## config.mk

```make
export PLATFORM = sky130hd
export DESIGN_NAME = irq_entry_ctrl
export DESIGN_NICKNAME = d
export VERILOG_FILES = /design/src/rtl/irq_entry_pkg.sv /design/src/rtl/irq_pick.sv /design/src/rtl/irq_vec_table.sv /design/src/rtl/irq_save_bank.sv /design/src/rtl/irq_entry_ctrl.sv
export SDC_FILE = /design/constraint.sdc
export NUM_CORES = 1
export LEC_CHECK = 0
export CORE_UTILIZATION = 30
export CTS_BUF_LIST = sky130_fd_sc_hd__clkbuf_4 sky130_fd_sc_hd__clkbuf_8
export DETAILED_ROUTE_END_ITERATION = 8
export DONT_BUFFER_PORTS = 1
export PLACE_DENSITY_LB_ADDON = 0.12
export SLEW_MARGIN = 20
export SYNTH_ARGS = -nofsm -noshare
export SYNTH_HDL_FRONTEND = slang
export SYNTH_HIERARCHICAL = 1
export SYNTH_SLANG_ARGS = --single-unit
```

## constraint.sdc

```tcl
create_clock -name clk -period 9.9 [get_ports clk]
set_clock_uncertainty 0.1 [all_clocks]
set_input_delay 0.495 -clock clk [delete_from_list [all_inputs] [get_ports clk]]
set_output_delay 0.495 -clock clk [all_outputs]
set_load 0.02 [all_outputs]
```

## src/rtl/irq_entry_pkg.sv

```systemverilog
package irq_entry_pkg;

    localparam int ST_W   = 8;
    localparam int ST_SUP = 0;
    localparam int ST_EE  = 1;
    localparam int ST_CE  = 2;
    localparam int ST_DE  = 3;
    localparam int NUM_CLS = 3;

    typedef enum logic [1:0] {
        CLS_NC = 2'd0,
        CLS_CR = 2'd1,
        CLS_DB = 2'd2
    } irq_cls_e;

    typedef struct packed {
        logic     valid;
        irq_cls_e cls;
    } grant_t;

    // Map a raw class code onto the class actually used.
    function automatic irq_cls_e eff_cls(input logic [1:0] raw, input logic dbg_on);
        if (raw[1]) return dbg_on ? CLS_DB : CLS_CR;
        return raw[0] ? CLS_CR : CLS_NC;
    endfunction

    function automatic logic cls_enabled(input logic [ST_W-1:0] st, input irq_cls_e c);
        case (c)
            CLS_DB:  return st[ST_DE];
            CLS_CR:  return st[ST_CE];
            default: return st[ST_EE];
        endcase
    endfunction

    // State after entry: supervisor, taken class and lower classes masked.
    function automatic logic [ST_W-1:0] entry_state(input logic [ST_W-1:0] st, input irq_cls_e c);
        logic [ST_W-1:0] r;
        r = st;
        r[ST_SUP] = 1'b1;
        r[ST_EE]  = 1'b0;
        if (c != CLS_NC) r[ST_CE] = 1'b0;
        if (c == CLS_DB) r[ST_DE] = 1'b0;
        return r;
    endfunction

endpackage

```

## src/rtl/irq_pick.sv

```systemverilog
module irq_pick
    import irq_entry_pkg::*;
#(
    parameter int NUM_IRQ = 16,
    localparam int IDX_W = $clog2(NUM_IRQ)
) (
    input  logic                 clk,
    input  logic                 rst,
    input  logic [NUM_IRQ-1:0]   req,
    input  logic [2*NUM_IRQ-1:0] cls_raw,
    input  logic                 dbg_on,
    input  logic [ST_W-1:0]      state,
    output grant_t               grant,
    output logic [IDX_W-1:0]     grant_idx
);

    logic [NUM_IRQ-1:0] elig;
    irq_cls_e           ec [NUM_IRQ];

    for (genvar i = 0; i < NUM_IRQ; i++) begin : g_line
        assign ec[i]   = eff_cls(cls_raw[2*i +: 2], dbg_on);
        assign elig[i] = req[i] && cls_enabled(state, ec[i]);
    end

    logic [NUM_CLS-1:0] hit;
    logic [IDX_W-1:0]   cidx [NUM_CLS];

    // Descending scan: the lowest eligible number of each class is kept.
    always_comb begin
        hit = '0;
        for (int c = 0; c < NUM_CLS; c++) cidx[c] = '0;
        for (int i = NUM_IRQ - 1; i >= 0; i--) begin
            if (elig[i]) begin
                hit[int'(ec[i])]  = 1'b1;
                cidx[int'(ec[i])] = IDX_W'(i);
            end
        end
    end

    always_comb begin
        grant     = '{valid: 1'b0, cls: CLS_NC};
        grant_idx = '0;
        if (hit[CLS_DB]) begin
            grant     = '{valid: 1'b1, cls: CLS_DB};
            grant_idx = cidx[CLS_DB];
        end else if (hit[CLS_CR]) begin
            grant     = '{valid: 1'b1, cls: CLS_CR};
            grant_idx = cidx[CLS_CR];
        end else if (hit[CLS_NC]) begin
            grant     = '{valid: 1'b1, cls: CLS_NC};
            grant_idx = cidx[CLS_NC];
        end
    end

    AST_GRANT_ELIGIBLE: assert property (@(posedge clk) disable iff (rst)
        grant.valid |-> elig[grant_idx]);
    AST_NC_ONLY_WHEN_ALONE: assert property (@(posedge clk) disable iff (rst)
        (grant.valid && grant.cls == CLS_NC) |-> (hit[CLS_CR] == 1'b0 && hit[CLS_DB] == 1'b0));

endmodule

```

## src/rtl/irq_vec_table.sv

```systemverilog
module irq_vec_table #(
    parameter int NUM_VEC = 16,
    parameter int ADDR_W  = 32,
    parameter int ALIGN   = 4,
    localparam int IDX_W  = $clog2(NUM_VEC),
    localparam int HALF_W = ADDR_W / 2
) (
    input  logic              clk,
    input  logic              rst,
    input  logic              pfx_we,
    input  logic [HALF_W-1:0] pfx_wdata,
    input  logic              ofs_we,
    input  logic [IDX_W-1:0]  ofs_idx,
    input  logic [HALF_W-1:0] ofs_wdata,
    input  logic [IDX_W-1:0]  rd_idx,
    output logic [ADDR_W-1:0] handler_addr
);

    localparam logic [ADDR_W-1:0] ALIGN_MASK = ~ADDR_W'((64'd1 << ALIGN) - 64'd1);

    logic [HALF_W-1:0] pfx_q;
    logic [HALF_W-1:0] ofs_q [NUM_VEC];

    always_ff @(posedge clk) begin
        if (rst)         pfx_q <= '0;
        else if (pfx_we) pfx_q <= pfx_wdata;
    end

    for (genvar v = 0; v < NUM_VEC; v++) begin : g_ofs
        always_ff @(posedge clk) begin
            if (rst)                                   ofs_q[v] <= '0;
            else if (ofs_we && ofs_idx == IDX_W'(v))   ofs_q[v] <= ofs_wdata;
        end
    end

    assign handler_addr = {pfx_q, ofs_q[rd_idx]} & ALIGN_MASK;

endmodule

```

## src/rtl/irq_save_bank.sv

```systemverilog
module irq_save_bank
    import irq_entry_pkg::*;
#(
    parameter int ADDR_W = 32
) (
    input  logic                        clk,
    input  logic                        rst,
    input  logic [NUM_CLS-1:0]          wr_en,
    input  logic [ADDR_W-1:0]           wr_pc,
    input  logic [ST_W-1:0]             wr_st,
    output logic [NUM_CLS*ADDR_W-1:0]   pc_flat,
    output logic [NUM_CLS*ST_W-1:0]     st_flat
);

    for (genvar c = 0; c < NUM_CLS; c++) begin : g_pair
        logic [ADDR_W-1:0] pc_q;
        logic [ST_W-1:0]   st_q;
        always_ff @(posedge clk) begin
            if (rst) begin
                pc_q <= '0;
                st_q <= '0;
            end else if (wr_en[c]) begin
                pc_q <= wr_pc;
                st_q <= wr_st;
            end
        end
        assign pc_flat[c*ADDR_W +: ADDR_W] = pc_q;
        assign st_flat[c*ST_W +: ST_W]     = st_q;
    end

    AST_ONE_PAIR_WRITTEN: assert property (@(posedge clk) disable iff (rst)
        $onehot0(wr_en));

endmodule

```

## src/rtl/irq_entry_ctrl.sv

```systemverilog
module irq_entry_ctrl
    import irq_entry_pkg::*;
#(
    parameter int NUM_IRQ = 16,
    parameter int ADDR_W  = 32,
    parameter int SYN_W   = 8,
    localparam int IDX_W  = $clog2(NUM_IRQ),
    localparam int HALF_W = ADDR_W / 2
) (
    input  logic                       clk,
    input  logic                       rst,
    input  logic [NUM_IRQ-1:0]         req_i,
    input  logic [2*NUM_IRQ-1:0]       req_cls_i,
    input  logic [SYN_W*NUM_IRQ-1:0]   req_syn_i,
    input  logic                       dbg_unit_en_i,
    input  logic [ADDR_W-1:0]          resume_pc_i,
    input  logic [2:0]                 rfi_i,
    input  logic                       st_we_i,
    input  logic [7:0]                 st_wdata_i,
    input  logic                       pfx_we_i,
    input  logic [HALF_W-1:0]          pfx_wdata_i,
    input  logic                       ofs_we_i,
    input  logic [IDX_W-1:0]           ofs_idx_i,
    input  logic [HALF_W-1:0]          ofs_wdata_i,
    output logic [7:0]                 state_o,
    output logic [SYN_W-1:0]           syndrome_o,
    output logic                       redirect_o,
    output logic [ADDR_W-1:0]          redirect_pc_o,
    output logic [3*ADDR_W-1:0]        save_pc_o,
    output logic [23:0]                save_st_o
);

    logic [ST_W-1:0]   state_q;
    logic [SYN_W-1:0]  syn_q;
    logic              redir_q;
    logic [ADDR_W-1:0] redir_pc_q;

    grant_t            grant;
    logic [IDX_W-1:0]  grant_idx;
    logic [ADDR_W-1:0] handler_addr;
    logic              take;
    logic              ret;
    irq_cls_e          ret_cls;
    logic [NUM_CLS-1:0] save_we;
    logic [SYN_W-1:0]  sel_syn;
    logic [ADDR_W-1:0] ret_pc;
    logic [ST_W-1:0]   ret_st;

    irq_pick #(.NUM_IRQ(NUM_IRQ)) u_pick (
        .clk       (clk),
        .rst       (rst),
        .req       (req_i),
        .cls_raw   (req_cls_i),
        .dbg_on    (dbg_unit_en_i),
        .state     (state_q),
        .grant     (grant),
        .grant_idx (grant_idx)
    );

    irq_vec_table #(.NUM_VEC(NUM_IRQ), .ADDR_W(ADDR_W), .ALIGN(4)) u_vec (
        .clk          (clk),
        .rst          (rst),
        .pfx_we       (pfx_we_i),
        .pfx_wdata    (pfx_wdata_i),
        .ofs_we       (ofs_we_i),
        .ofs_idx      (ofs_idx_i),
        .ofs_wdata    (ofs_wdata_i),
        .rd_idx       (grant_idx),
        .handler_addr (handler_addr)
    );

    assign take    = grant.valid;
    assign save_we = take ? NUM_CLS'(1 << int'(grant.cls)) : '0;

    irq_save_bank #(.ADDR_W(ADDR_W)) u_bank (
        .clk     (clk),
        .rst     (rst),
        .wr_en   (save_we),
        .wr_pc   (resume_pc_i),
        .wr_st   (state_q),
        .pc_flat (save_pc_o),
        .st_flat (save_st_o)
    );

    // Return decode: the highest requested class is used.
    always_comb begin
        ret     = |rfi_i;
        ret_cls = rfi_i[2] ? CLS_DB : (rfi_i[1] ? CLS_CR : CLS_NC);
    end

    assign ret_pc  = save_pc_o[int'(ret_cls)*ADDR_W +: ADDR_W];
    assign ret_st  = save_st_o[int'(ret_cls)*ST_W +: ST_W];
    assign sel_syn = req_syn_i[int'(grant_idx)*SYN_W +: SYN_W];

    always_ff @(posedge clk) begin
        if (rst) begin
            state_q    <= ST_W'(1) << ST_SUP;
            syn_q      <= '0;
            redir_q    <= 1'b0;
            redir_pc_q <= '0;
        end else if (take) begin
            state_q    <= entry_state(state_q, grant.cls);
            syn_q      <= sel_syn;
            redir_q    <= 1'b1;
            redir_pc_q <= handler_addr;
        end else if (ret) begin
            state_q    <= ret_st;
            redir_q    <= 1'b1;
            redir_pc_q <= ret_pc;
        end else begin
            redir_q    <= 1'b0;
            if (st_we_i) state_q <= st_wdata_i;
        end
    end

    assign state_o       = state_q;
    assign syndrome_o    = syn_q;
    assign redirect_o    = redir_q;
    assign redirect_pc_o = redir_pc_q;

    AST_SUP_ON_ENTRY: assert property (@(posedge clk) disable iff (rst)
        take |=> state_o[ST_SUP]);
    AST_SAME_CLASS_MASKED: assert property (@(posedge clk) disable iff (rst)
        (take && grant.cls == CLS_NC) |=> !state_o[ST_EE]);
    AST_DEBUG_MASKS_ALL: assert property (@(posedge clk) disable iff (rst)
        (take && grant.cls == CLS_DB) |=> (state_o[ST_EE] == 1'b0 && state_o[ST_CE] == 1'b0 && state_o[ST_DE] == 1'b0));
    AST_REDIRECT_AFTER_TAKE: assert property (@(posedge clk) disable iff (rst)
        take |=> redirect_o);
    AST_TARGET_ALIGNED: assert property (@(posedge clk) disable iff (rst)
        take |=> (redirect_pc_o[3:0] == 4'h0));
    AST_SYNDROME_LOADED: assert property (@(posedge clk) disable iff (rst)
        take |=> (syndrome_o == $past(sel_syn)));
    AST_CRIT_PC_SAVED: assert property (@(posedge clk) disable iff (rst)
        (take && grant.cls == CLS_CR) |=> (save_pc_o[ADDR_W +: ADDR_W] == $past(resume_pc_i)));
    AST_QUIET_NO_REDIRECT: assert property (@(posedge clk) disable iff (rst)
        (!take && !ret) |=> !redirect_o);
    AST_RETURN_RESTORES: assert property (@(posedge clk) disable iff (rst)
        (!take && ret) |=> (state_o == $past(ret_st)));

endmodule

```

# Yosys cells after proc, flatten, opt, wreduce, memory -nomap -nowiden
# Memories as Yosys holds them, arrays and structs flattened.
# Cells that the tools add are included.
# Widths: inputs -> output; s select.
# classes
n_reduce_logical	74
muxes	261
eq_ne	50
bitwise	92
n_lt_le_gt_ge	64
shift	4
# op_table
cell	n
$ge 32x3->1 const B	16
$lt 32x1->1 const B	16
$not 2->32	16
$mux 16	16
$mux 12	16
$demux 4 s2	16
$shiftx 128x8->8	1
$mux 1	103
$shiftx 96x8->32	1
$mux 4	20
$mux 2	34
$logic_and 1x1->1	64
$mux 32	2
$mux 3	20
$or 3x3->3	19
$lt 2x3->1 const B	16
$and 6x6->6	6
$and 9x9->9	4
$not 6->6	6
$not 9->9	4
$or 6x6->6	6
$or 9x9->9	4
$eq 2x2->1 const B	17
$demux 1 s2	16
23 further kinds	106
# word_totals
memories	1
input_bits	261
output_inout_bits	169
mem_bits_rw	256
word_cells	561
reg_bits	185
# mem_list
name	words	width	read_ports	rd_ports_with_merged_regs	write_ports	line_no	text
u_vec.ofs_q	16	16	1	0	16	irq_vec_table.sv:22	logic [HALF_W-1:0] ofs_q [NUM_VEC];

# Logic depth before layout (Yosys ltp)
# depth
depth_word	44
depth_mapped	15
mapped_depth_nobuf	12

# By module
# The synthesis kept the hierarchy.
# modules_own_cells
mod	cells_each	instances	area_per_inst_um2	seq_area_each_um2
irq_vec_table	621	1	9372.7	6085.8
irq_save_bank	388	1	4390.5	2402.3
irq_entry_ctrl	534	1	4164.0	980.9
irq_pick	191	1	1286.2	0.0

# Least setup slack after synthesis
# OpenSTA, ideal clock, no wires.
# synth_path
kind	in2reg
from	in dbg_unit_en_i
to	reg redir_pc_q[9], in the netlist redirect_pc_o[9]
path_slack_ps	6033
path_stages	15
required_time_ps	9670
setup_time_ps	130
arrival_ps	3637
path_buffers	3
path_cell_list	buf_6 -> o211a_1 -> a211oi_2 -> a41oi_2 -> nor3_4 -> inv_2 -> or4_4 -> o211ai_2 -> clkbuf_1 -> buf_2 -> mux4_2 -> a22oi_1 -> nand2_1 -> nor2b_1 -> nor3_2
# synth_between
elab_chain_cells	44
elab_cells_between_ends	373
# synth_lines
item	line_no	text
start, declared	irq_entry_ctrl.sv:15	input logic dbg_unit_en_i,
$mux 2 (*)	irq_entry_pkg.sv:23	if (raw[1]) return dbg_on ? CLS_DB : CLS_CR;
$mux 2	irq_entry_pkg.sv:23	
$mux 2	irq_entry_pkg.sv:24	return raw[0] ? CLS_CR : CLS_NC;
$not 2->32 (implied by the code)	irq_pick.sv:35	cidx[int'(ec[i])] = IDX_W'(i);
$ge 32x3->1 (implied by the code) or $lt 32x1->1 (tied branches)	irq_pick.sv:35	
$logic_and 1x1->1 (implied by the code)	irq_pick.sv:35	
$mux 4 (implied by the code)	irq_pick.sv:35	
$demux 4 s2	irq_pick.sv:35	
[30 not listed]	n/a	
$mux 12	irq_pick.sv:33	if (elig[i]) begin
$mux 4	irq_pick.sv:49	end else if (hit[CLS_NC]) begin
$mux 4	irq_pick.sv:46	end else if (hit[CLS_CR]) begin
$mux 4 (*)	irq_pick.sv:43	if (hit[CLS_DB]) begin
net grant_idx[1]	irq_entry_ctrl.sv:39	logic [IDX_W-1:0] grant_idx;
$mem_v2 16x16 (*)	n/a	
net handler_addr[9]	irq_entry_ctrl.sv:40	logic [ADDR_W-1:0] handler_addr;
$mux 32 (*)	irq_entry_ctrl.sv:101	end else if (take) begin
end signal, assigned	irq_entry_ctrl.sv:105	redir_pc_q <= handler_addr;
end signal, assigned	irq_entry_ctrl.sv:109	redir_pc_q <= ret_pc;
end, declared	irq_entry_ctrl.sv:36	logic [ADDR_W-1:0] redir_pc_q;
# Mark *: on every way through the listed nets, which the timed path passes. The rest lies on a longest branch. The select of a mux whose other input is x is not followed.
# A chain may end at the register's enable or synchronous reset.

# Final worst setup path
# layout_path
from	reg state_q[2], in the netlist state_o[2]
to	reg redir_pc_q[7], in the netlist redirect_pc_o[7]
# layout_between
elab_chain_cells	38
elab_cells_between_ends	117
# layout_lines
item	line_no	text
start, declared	irq_entry_ctrl.sv:33	logic [ST_W-1:0] state_q;
start signal, assigned	irq_entry_ctrl.sv:97	state_q <= ST_W'(1) << ST_SUP;
start signal, assigned	irq_entry_ctrl.sv:102	state_q <= entry_state(state_q, grant.cls);
start signal, assigned	irq_entry_ctrl.sv:107	state_q <= ret_st;
$pmux 1 s2	irq_entry_pkg.sv:28	case (c)
$logic_and 1x1->1	irq_pick.sv:22	assign elig[i] = req[i] && cls_enabled(state, ec[i]);
$mux 12 or $mux 3 (tied branches)	irq_pick.sv:33	
$and 3x3->3 (no source line) or $or 3x3->3 (tied branches)	n/a	
$mux 12 or $mux 3 (tied branches)	irq_pick.sv:33	
$or 9x9->9 (no source line) or $or 3x3->3 (tied branches)	n/a	
$mux 12 or $mux 3 (tied branches)	irq_pick.sv:33	
$and 6x6->6 (no source line) or $or 3x3->3 (tied branches)	n/a	
[24 not listed]	n/a	
$mux 12 or $mux 3 (tied branches)	irq_pick.sv:33	
$mux 4	irq_pick.sv:49	
$mux 4	irq_pick.sv:46	
$mux 4 (*)	irq_pick.sv:43	
net grant_idx[0]	irq_entry_ctrl.sv:39	
$mem_v2 16x16 (*)	n/a	
net handler_addr[7]	irq_entry_ctrl.sv:40	
$mux 32 (*)	irq_entry_ctrl.sv:101	
# Mark *: on every way through the listed nets, which the timed path passes. The rest lies on a longest branch.

==> results.txt <==
The tools report the worst vdd rail ir drop as 0.0858 mV. The wire length after detailed routing is 67.3 mm. For this design the top-level I/O count stands at 430. The highest metal layer carrying signal wires in the routed design is met5. The routed design uses 5.17 mm of met3 wire. A synthesized cell averages 11.1 um^2. Grouping stages by cell kind, the critical path spends the most delay in compound AO/OA/AOI/OAI gates. Entering global routing, the biggest net connects 178 pins. Yosys printed 6 warnings. The cell repeated most along the worst path was sky130_fd_sc_hd__buf_4. From synthesis to final layout, the design area changed by 15.0%. Estimated wirelength of the detail-placed design: 45.3 mm. The routed metal-1 wire length was 27.4 mm; the final weighted congestion in routability-driven placement was 0.821.

Clock-pin slew was measured on the worst setup and hold paths at 0.05 ns. Among all flip-flop cells after synthesis, the most frequent one is sky130_fd_sc_hd__edfxtp_1. Setup fix buffers added after clock tree synthesis: 0. The net count reported at finish was 2,053. The critical-path cell with the highest stage delay was sky130_fd_sc_hd__a31oi_4.

The mapped cell area came out at 19,200 um^2. The shortest period the worst path allows is 5.18 ns, and the worst path buffer plus inverter count is 2. The library cells used most frequently in the layout, excluding fill and tap cells, are sky130_fd_sc_hd__mux2i_1, sky130_fd_sc_hd__and2_1, sky130_fd_sc_hd__edfxtp_1. Once routing completed, OpenROAD measured the worst setup slack at 4.72 ns.

Flip-flop and latch count after synthesis: 377. The critical path in this run is classified as flop to flop. In this run the tightest slew margin relative to its limit is 27.3%. The number of instances in the placed design was 2,465; the setup TNS was 0 ns. For the final-report max-slew violation count, the log shows 0. Row generation in the floorplan step produced 92 rows. For this run, the share of the core covered by cells in the final layout is 35.0%.

Commonest non-fill, non-tap cell in the layout: sky130_fd_sc_hd__mux2i_1. Across all hold checks on the routed design, the worst slack comes to 0.0520 ns. The number of hold buffers added after CTS was 100. Sort of element at the start of the critical path: a flop.

The run gives 0 as the leftover overflow at the end of global routing. For this block, the initial DRC count from the detailed router was 827. The die covers 65,100 um^2. In the synthesized netlist the async set-or-reset flop fraction comes to 0%.

The average via count per standard cell was 5.08. The largest stage delay on the critical path was 0.85 ns; the leakage power total was 7.85 nW. The slew at the pin with the worst max-slew slack was 1.09 ns. The initial antenna violation count is 9, and the average wire length per cell after detail routing is 25.0 um.

Total non-filler cell area in the finished layout: 22,100 um^2. From bottom edge to top edge, the die measures 255 um. Max-cap violations in this run came to 0.

For this block, the via count after detailed routing is 13,700. The detailed-route DRC error count is 0, and the number of unique standard cell types used by synthesis is 66. The top achievable clock speed is 193 MHz, and the depth of the CTS H-tree is 3.

The number of gates resized after CTS was 0. TritonCTS built the clock tree. The run finished with clean final reports. Before CTS, the worst setup slack after placement is 4.44 ns. The region available for standard cell placement spans 63,200 um^2. The tightest min-delay check is of the primary input to flop type. The reg2reg setup slack came out at 4.72 ns. In this run the deepest clock path goes through 3 buffers.

For the worst setup path, the data required time is 10.28 ns. The first global-routing pass estimated 94.7 mm of wire. The finished layout holds 2,694 standard cells, fillers aside.

Counting every sink on the clock net gives 377. Of all nets on the critical path, the largest fanout is 33. The source-to-sink clock delay at the later pin of the worst-skew pair was 0.65 ns. Number of flops mapped to enable cells by yosys: 192. After synthesis, flip-flops and latches occupy 49.3% of the total area. The first TritonRoute pass finished after 6 iterations.

Total power for the finished layout comes to 4.00 mW. The number of clock buffers inserted by TritonCTS came out at 71. The logs give 1,734 for the gate count after technology mapping and 0 for the remaining antenna violation count after routing.

The cell sitting at the root of the clock tree is a sky130_fd_sc_hd__clkbuf_8. Setup repair after global routing left no endpoint under its margin. For the post-placement cell area, the log shows 19,600 um^2. The kind of end point of the critical path was a flop. The run gives 0 as the total count of hold-check failures in the final report.

Walking the worst path, the cells encountered are buf_4 -> o211ai_1 -> nor4b_1 -> and4b_1 -> o2111ai_1 -> a31oi_4 -> buf_4 -> mux4_2 -> a22oi_1 -> nand2_1 -> nor2b_1 -> nor3_1. For the via count of the first global-routing pass, the log shows 13,600. The worst path uses 52.3% of the clock period. In the global route stage, overall resource usage came out at 19.9%.

During placement, the flow inserted port buffers numbering 0. Data arrives at the worst endpoint at 5.56 ns. Measured along the x axis, the die boundary spans 255 um.

Final number of setup-violating endpoints: 0. Once the floorplan was initialized, standard cells occupied 30.4% of the core. Of the cells placed in the final design, the portion with a size suffix greater than 1 is 12.3%. In this run the power density over the cells is 181 nW/um^2. The routed design uses 33.0 mm of met2 wire.
[state kept, by name (all words and copies together) (netlist names)]
register,count
redirect_o,1
syndrome_o,8
state_o,8
redirect_pc_o,32
u_bank/g_pair.st_q,24
u_bank/g_pair.pc_q,96
u_vec/ofs_q,192
u_vec/pfx_q,16
[worst register-to-register path, stage by stage (launching register included)]
cell and delay [ns]:
sky130_fd_sc_hd__dfxtp_1 0.29, sky130_fd_sc_hd__buf_4 0.24, sky130_fd_sc_hd__o211ai_1 0.28, sky130_fd_sc_hd__nor4b_1 0.48, sky130_fd_sc_hd__and4b_1 0.46, sky130_fd_sc_hd__o2111ai_1 0.26, sky130_fd_sc_hd__a31oi_4 0.85, sky130_fd_sc_hd__buf_4 0.74
sky130_fd_sc_hd__mux4_2 0.61, sky130_fd_sc_hd__a22oi_1 0.36, sky130_fd_sc_hd__nand2_1 0.15, sky130_fd_sc_hd__nor2b_1 0.13, sky130_fd_sc_hd__nor3_1 0.05
[area by class of cell]
cell class	instances	area [um^2]
Multi-Input combinational cell	1219	8940
Clock inverter	16	120
Tap cell	846	1060
Timing Repair Buffer	120	1170
Antenna cell	3	7.51
Inverter	3	11.3
Clock buffer	110	1320
Fill cell	6340	41100
Sequential cell	377	9470
[final timing paths]
path / startpoint / endpoint / depth (start not counted)
worst max-delay path: state_o[2] / redirect_pc_o[7] / 12
worst min-delay path: req_syn_i[75] / syndrome_o[3] / 4
worst max register to register: state_o[2] / redirect_pc_o[7] / 12
worst min register to register: u_vec/pfx_q[15] / redirect_pc_o[31] / 2
[synth_stat cells, types with 3 or more instances]
| cell | count | area [um^2] |
|---|---|---|
| sky130_fd_sc_hd__edfxtp_1 | 192 | 5770 |
| sky130_fd_sc_hd__nor3b_1 | 6 | 45.0 |
| sky130_fd_sc_hd__a22o_1 | 3 | 26.3 |
| sky130_fd_sc_hd__dfxtp_1 | 185 | 3700 |
| sky130_fd_sc_hd__o21ai_1 | 38 | 190 |
| sky130_fd_sc_hd__nand4_1 | 4 | 25.0 |
| sky130_fd_sc_hd__mux4_2 | 48 | 1080 |
| sky130_fd_sc_hd__nor2b_1 | 58 | 363 |
| sky130_fd_sc_hd__nor2_2 | 4 | 25.0 |
| sky130_fd_sc_hd__nand4b_1 | 3 | 26.3 |
| sky130_fd_sc_hd__clkbuf_1 | 70 | 263 |
| sky130_fd_sc_hd__o21ai_0 | 3 | 15.0 |
| sky130_fd_sc_hd__o211ai_1 | 18 | 135 |
| sky130_fd_sc_hd__mux2i_1 | 235 | 2350 |
| sky130_fd_sc_hd__nor4_1 | 4 | 25.0 |
| sky130_fd_sc_hd__buf_6 | 9 | 101 |
| sky130_fd_sc_hd__a21o_1 | 32 | 240 |
| sky130_fd_sc_hd__nand3b_1 | 7 | 52.6 |
| sky130_fd_sc_hd__nand4bb_1 | 17 | 191 |
| sky130_fd_sc_hd__buf_2 | 31 | 155 |
| sky130_fd_sc_hd__nor3_1 | 33 | 165 |
| sky130_fd_sc_hd__nor2_1 | 164 | 616 |
| sky130_fd_sc_hd__o21bai_1 | 16 | 120 |
| sky130_fd_sc_hd__o31ai_1 | 6 | 45.0 |
| sky130_fd_sc_hd__nand3_1 | 28 | 140 |
| sky130_fd_sc_hd__and2_1 | 196 | 1230 |
| sky130_fd_sc_hd__nor4bb_1 | 3 | 30.0 |
| sky130_fd_sc_hd__nand2_1 | 102 | 383 |
| sky130_fd_sc_hd__a21oi_1 | 67 | 335 |
| sky130_fd_sc_hd__nor3_2 | 3 | 30.0 |
| sky130_fd_sc_hd__a22oi_1 | 52 | 390 |
| sky130_fd_sc_hd__buf_12 | 13 | 260 |
| sky130_fd_sc_hd__nand2b_1 | 20 | 125 |
| sky130_fd_sc_hd__o211a_1 | 6 | 60.1 |
| sky130_fd_sc_hd__a31oi_1 | 6 | 37.5 |
| sky130_fd_sc_hd__buf_4 | 13 | 97.6 |
[power by group]
group / total (mW) / internal [mW] / switching, mW
logic: 0.549 / 0.245 / 0.305
registers: 1.88 / 1.74 / 0.141
clock network: 1.56 / 0.876 / 0.685
total: 4.00 / 2.86 / 1.13
[cells by family (layout without fill, tap and decap cells)]
family / Yosys count / count (layout) / synth area share (%)
flip-flops: 377 / 377 / 49.3
other: 1 / 7 / 0.0195
AO/OA/AOI/OAI: 267 / 267 / 9.29
buffers and inverters: 141 / 249 / 4.78
AND/OR/NAND/NOR: 665 / 665 / 18.8
multiplexers: 283 / 283 / 17.9
[metal layers]
metal | global-route usage [%] | vias to the layer above
met5 | 0 | -
met4 | 6.36 | 8
met3 | 6.24 | 109
met2 | 34.3 | 397
met1 | 23.4 | 6792
li1 | - | 6390
Note: power is estimated with default switching activity, not from simulation.
